File: src/rtl/recdiff_pkg.sv
package recdiff_pkg;
  typedef enum logic [1:0] {
    OP_ABS = 2'b00,
    OP_SUB = 2'b01,
    OP_ADD = 2'b10,
    OP_OFF = 2'b11
  } op_e;
endpackage

File: src/rtl/recdiff_slice.sv
// One bit of the dual chain: chain A forms x + (y^inv) + carry,
// chain B forms y + ~x + carry (key minus record).
module recdiff_slice (
  input  logic x,
  input  logic y,
  input  logic inv,
  input  logic ca_i,
  input  logic cb_i,
  output logic ca_o,
  output logic cb_o,
  output logic sa,
  output logic sb
);
  logic ya, pa, ga, pb, gb;
  always_comb begin
    ya   = y ^ inv;
    pa   = x ^ ya;
    ga   = x & ya;
    pb   = y ^ ~x;
    gb   = y & ~x;
    ca_o = ga | (pa & ca_i);
    cb_o = gb | (pb & cb_i);
    sa   = pa ^ ca_i;
    sb   = pb ^ cb_i;
  end
endmodule

File: src/rtl/recdiff_cell.sv
module recdiff_cell
  import recdiff_pkg::*;
#(
  parameter int DW = 4
) (
  input  logic [DW-1:0] x,
  input  logic [DW-1:0] y,
  input  op_e           op,
  output logic [DW:0]   out
);
  logic [DW:0]   ca, cb;
  logic [DW-1:0] sa, sb;
  logic          inv;

  always_comb begin
    inv   = (op != OP_ADD);
    ca[0] = inv;
    cb[0] = 1'b1;
  end

  for (genvar b = 0; b < DW; b++) begin : g_bit
    recdiff_slice u_slice (
      .x   (x[b]),
      .y   (y[b]),
      .inv (inv),
      .ca_i(ca[b]),
      .cb_i(cb[b]),
      .ca_o(ca[b+1]),
      .cb_o(cb[b+1]),
      .sa  (sa[b]),
      .sb  (sb[b])
    );
  end

  always_comb begin
    unique case (op)
      OP_ABS:  out = {1'b0, (ca[DW] ? sa : sb)};
      OP_SUB:  out = {~ca[DW], sa};
      OP_ADD:  out = {ca[DW], sa};
      default: out = '0;
    endcase
  end
endmodule

File: src/rtl/recdiff_array.sv
module recdiff_array
  import recdiff_pkg::*;
#(
  parameter int DW    = 4,
  parameter int WORDS = 8
) (
  input  logic                     clk,
  input  logic                     rst_n,
  input  logic                     cfg_en,
  input  logic [WORDS-1:0]         wsel,
  input  logic [DW-1:0]            wdata,
  input  logic [DW-1:0]            key,
  input  logic                     hold,
  input  logic [1:0]               op,
  output logic [WORDS*(DW+1)-1:0]  res,
  output logic                     done
);
  localparam int RW = DW + 1;
  localparam int OW = WORDS * RW;

  logic [DW-1:0] rec_q [WORDS];
  logic [DW-1:0] rec_d [WORDS];
  logic [OW-1:0] cell_res, res_d;
  logic          hold_q, done_d;
  op_e           op_sel;

  always_comb op_sel = op_e'(op);

  for (genvar i = 0; i < WORDS; i++) begin : g_word
    always_comb rec_d[i] = (cfg_en && wsel[i]) ? wdata : rec_q[i];

    always_ff @(posedge clk or negedge rst_n) begin
      if (!rst_n) rec_q[i] <= '0;
      else        rec_q[i] <= rec_d[i];
    end

    recdiff_cell #(.DW(DW)) u_cell (
      .x  (rec_q[i]),
      .y  (key),
      .op (op_sel),
      .out(cell_res[i*RW +: RW])
    );

    p_load_r1: assert property (@(posedge clk) disable iff (!rst_n)
      (cfg_en && wsel[i]) |=> rec_q[i] == $past(wdata));
    p_keep_r2: assert property (@(posedge clk) disable iff (!rst_n)
      !(cfg_en && wsel[i]) |=> $stable(rec_q[i]));
    p_abs_top_r6: assert property (@(posedge clk) disable iff (!rst_n)
      (!hold && op == 2'b00) |=> res[i*RW + DW] == 1'b0);
    p_off_zero_r9: assert property (@(posedge clk) disable iff (!rst_n)
      (!hold && op == 2'b11) |=> res[i*RW +: RW] == '0);
  end

  always_comb begin
    res_d  = hold ? '0 : cell_res;
    done_d = hold_q & ~hold;
  end

  always_ff @(posedge clk or negedge rst_n) begin
    if (!rst_n) begin
      res    <= '0;
      done   <= 1'b0;
      hold_q <= 1'b1;
    end else begin
      res    <= res_d;
      done   <= done_d;
      hold_q <= hold;
    end
  end

  p_hold_zero_r3: assert property (@(posedge clk) disable iff (!rst_n)
    hold |=> (res == '0 && !done));
  p_done_pulse_r5: assert property (@(posedge clk) disable iff (!rst_n)
    done |=> !done);
  p_done_cause_r5: assert property (@(posedge clk) disable iff (!rst_n)
    done |-> !$past(hold));
endmodule

File: config.mk
export PLATFORM = sky130hd
export DESIGN_NAME = recdiff_array
export DESIGN_NICKNAME = d
export VERILOG_FILES = /design/src/rtl/recdiff_pkg.sv /design/src/rtl/recdiff_slice.sv /design/src/rtl/recdiff_cell.sv /design/src/rtl/recdiff_array.sv
export SDC_FILE = /design/constraint.sdc
export NUM_CORES = 1
export LEC_CHECK = 0
export BUFFER_PORTS_ARGS = -buffer_cell sky130_fd_sc_hd__buf_2
export CAP_MARGIN = 5
export CORE_UTILIZATION = 55
export CTS_CLUSTER_DIAMETER = 30
export DETAILED_ROUTE_END_ITERATION = 7
export PLACE_DENSITY = 0.77
export SYNTH_ARGS = -nofsm -noshare
export SYNTH_HDL_FRONTEND = slang
export SYNTH_SLANG_ARGS = --single-unit
export TNS_END_PERCENT = 5
File: constraint.sdc
create_clock -name clk -period 5.9 [get_ports clk]
set_clock_uncertainty 0.1 [all_clocks]
set_input_delay 0.295 -clock clk [delete_from_list [all_inputs] [get_ports clk]]
set_output_delay 0.295 -clock clk [all_outputs]
set_load 0.1 [all_outputs]
==> metrics.txt <==
via count=3055; Power Density=approximately 350 mW/mm^2; status=complete, no violations; Power Internal=0.965 mW; Synth area leaders=dfrtp_1, fa_1, mux2_1; DRT iter0 DRCs=roughly 160; Slew headroom=0.311; clk_lat worst skew=around 350 ps; maxcap violations=0; Ports=63; Peak supply drop=161 uV; Initial Util=0.576; Post-synth EDFFs=0; Cell Area, Synth=0.00452 mm^2; layout cells sized above 1=0.194; Seq. cell area=0.00185 mm^2; initial antenna violation count=0; Clk pwr share=0.193; Worst EP required=slightly below 6000 ps; CP endpoint kind=flop; worst reg-to-reg setup slack=approximately 3300 ps; wire length of the first global-routing pass=15200 um; WL final=9130 um; DIE AREA=0.00858 mm^2; switching part of the total power=0.451; cts bufs inserted=9; CP Launch Type=primary input; Crit Path Class=primary input to flop; CTS tree=done; YS warnings=0; Root Driver=clkbuf_8; Net Switching=0.794 mW; cell with the most instances after synthesis=dfrtp_1; Resized cells post-CTS=0; synthesized area per cell=11.5 um^2; gpl congestion=0.867; fin crit share=0.601; Max FO, Critical Path=53; Critical Path AT=3620 ps; core box area=0.00785 mm^2; actual slew at the worst max-slew pin=1030 ps; Fin Setup TNS=0 ps; sequential fraction of the synthesis area=0.410; # diodes=0; Min Clock Period, post-route=3540 ps; setup repair bufs after CTS=0; Critical R2R Launch=rec_q[0]$_DFFE_PN0P_; min-delay worst type=primary input to async pin; H-tree Lvls=3; Yosys top cell area share=0.404; Clock Path Buffers=2; share of synthesized registers carrying an async set or reset=1.00; vias in the first global route=~3000; Synth Flop Type=dfrtp_1; clock slew at reported path FFs=about 70 ps; Synth Net Count=463; grt ovf=0; Synth area leader=dfrtp_1; hold_buf cts=0; row cnt=32; Total Power=~1.8 mW; Final Setup Violations=0; average vias per placed instance=5.49; largest net degree at the start of global routing=75; Post-Synthesis Cells=around 390; area of the multi-input gates=0.00237 mm^2; final net count=519; hpwl dp=between 6000 and 7000 um; final max-slew violation count=0; DRT Pass-1 Iters=4; Synth Register Bits=74; RSZ-0062 raised after global routing=no; I/O Buffers=62; Die X=92.6 um; Antenna Nets Post-Route=0; CTS Sinks=74; hold slack=52.5 ps; Commonest cells post-synth=dfrtp_1, inv_1, fa_1; Yosys cell types=35; filler instances=643; FF-to-FF End=res[38]$_DFF_PN0_; Routed wire per std cell=16.4 um; Worst Reg-to-Reg Cells=7; area grow syn2layout=11.2%; final hold violation count=0; total track usage=0.234; Final Util=0.640; DR DRC count=0; leakage=2.40 nW; fmax=282 MHz; Comb power frac=0.453; die height=a little over 90 um; Seq pwr share=0.355
==> layout by cell type (no fill, tap or decap), types with 8 or more instances in the layout <==
master    synthesis  layout
clkbuf_8          0      10
nand2_1          23      23
dfrtp_1          73      73
fa_1             40      40
inv_1            49      49
a21oi_2           8       8
nand2b_1          8       8
ha_1              8       8
nand3b_1         25      25
mux2_1           32      32
a32oi_1          11      11
a21oi_1          26      26
nor2_1           17      17
buf_2             8      62
==> per-stage QoR <==
step                      area [um^2]  instances  setup slack, ps
after detailed placement         4860        540             2070
after global routing             5030        556             2160
after floorplan                  4520        393             2750
final                            5030        556             2360
after global placement           4860        540             2210
after CTS                        5030        556             2430
==> power by group through the flow <==
stage / Sequential [mW] / Clock (mW) / Combinational [mW]
after global routing: 0.634 / 0.368 / 0.854
after detailed placement: 0.635 / 0 / 0.790
final: 0.624 / 0.339 / 0.796
after CTS: 0.625 / 0.347 / 0.794
after floorplan: 0.928 / 0 / 0.329
after global placement: 0.631 / 0 / 0.773
==> cells by family (layout without fill, tap and decap cells) <==
group | Yosys count | in the layout | synth area share
AOI/OAI and AO/OA | 67 | 67 | 0.103
xor gates and xnor gates | 14 | 14 | 0.0302
adders and majority gates | 48 | 48 | 0.199
buffers and inverters | 69 | 130 | 0.0662
DFF | 74 | 74 | 0.410
muxes | 34 | 34 | 0.0842
and+or+nand+nor | 87 | 87 | 0.107
==> layout make-up <==
| type | instances | share of cell area |
|---|---|---|
| multi-input cells | 250 | 0.471 |
| flip-flops and latches | 74 | 0.369 |
| repair buffers | 64 | 0.0647 |
| inverters | 50 | 0.0373 |
| clock buffers | 13 | 0.0296 |
| well taps | 102 | 0.0254 |
| clock inverters | 3 | 0.00349 |
==> per-layer routing <==
metal  track usage  vias to the layer above  part of all wire
met3        0.0353                       13             0.059
met4        0.0910                        0             0.019
met2         0.340                      123              0.44
met5             0                        -                 0
li1              -                     1429                 -
met1         0.355                     1490              0.49
==> how the worst max path moves through the flow <==
stage	startpoint	end	cells past startpoint
final	op[1]	res[38]$_DFF_PN0_	9
after global routing	op[1]	res[3]$_DFF_PN0_	11
after CTS	op[1]	res[38]$_DFF_PN0_	10
after detailed placement	op[1]	res[38]$_DFF_PN0_	10
after global placement	op[1]	res[38]$_DFF_PN0_	10
after floorplan	op[1]	res[3]$_DFF_PN0_	10
==> critical path: stages <==
cell	delay [ps]
buf_2	590
nor2b_1	360
and2_1	470
a21oi_2	90
fa_1	440
fa_1	460
fa_1	520
o31ai_1	270
a221oi_1	110
==> registers in the layout, indices dropped and copies added (netlist names) <==
name    flops
res        40
rec_q      32
hold_q      1
done        1
Note: power is estimated with default switching activity, not from simulation.
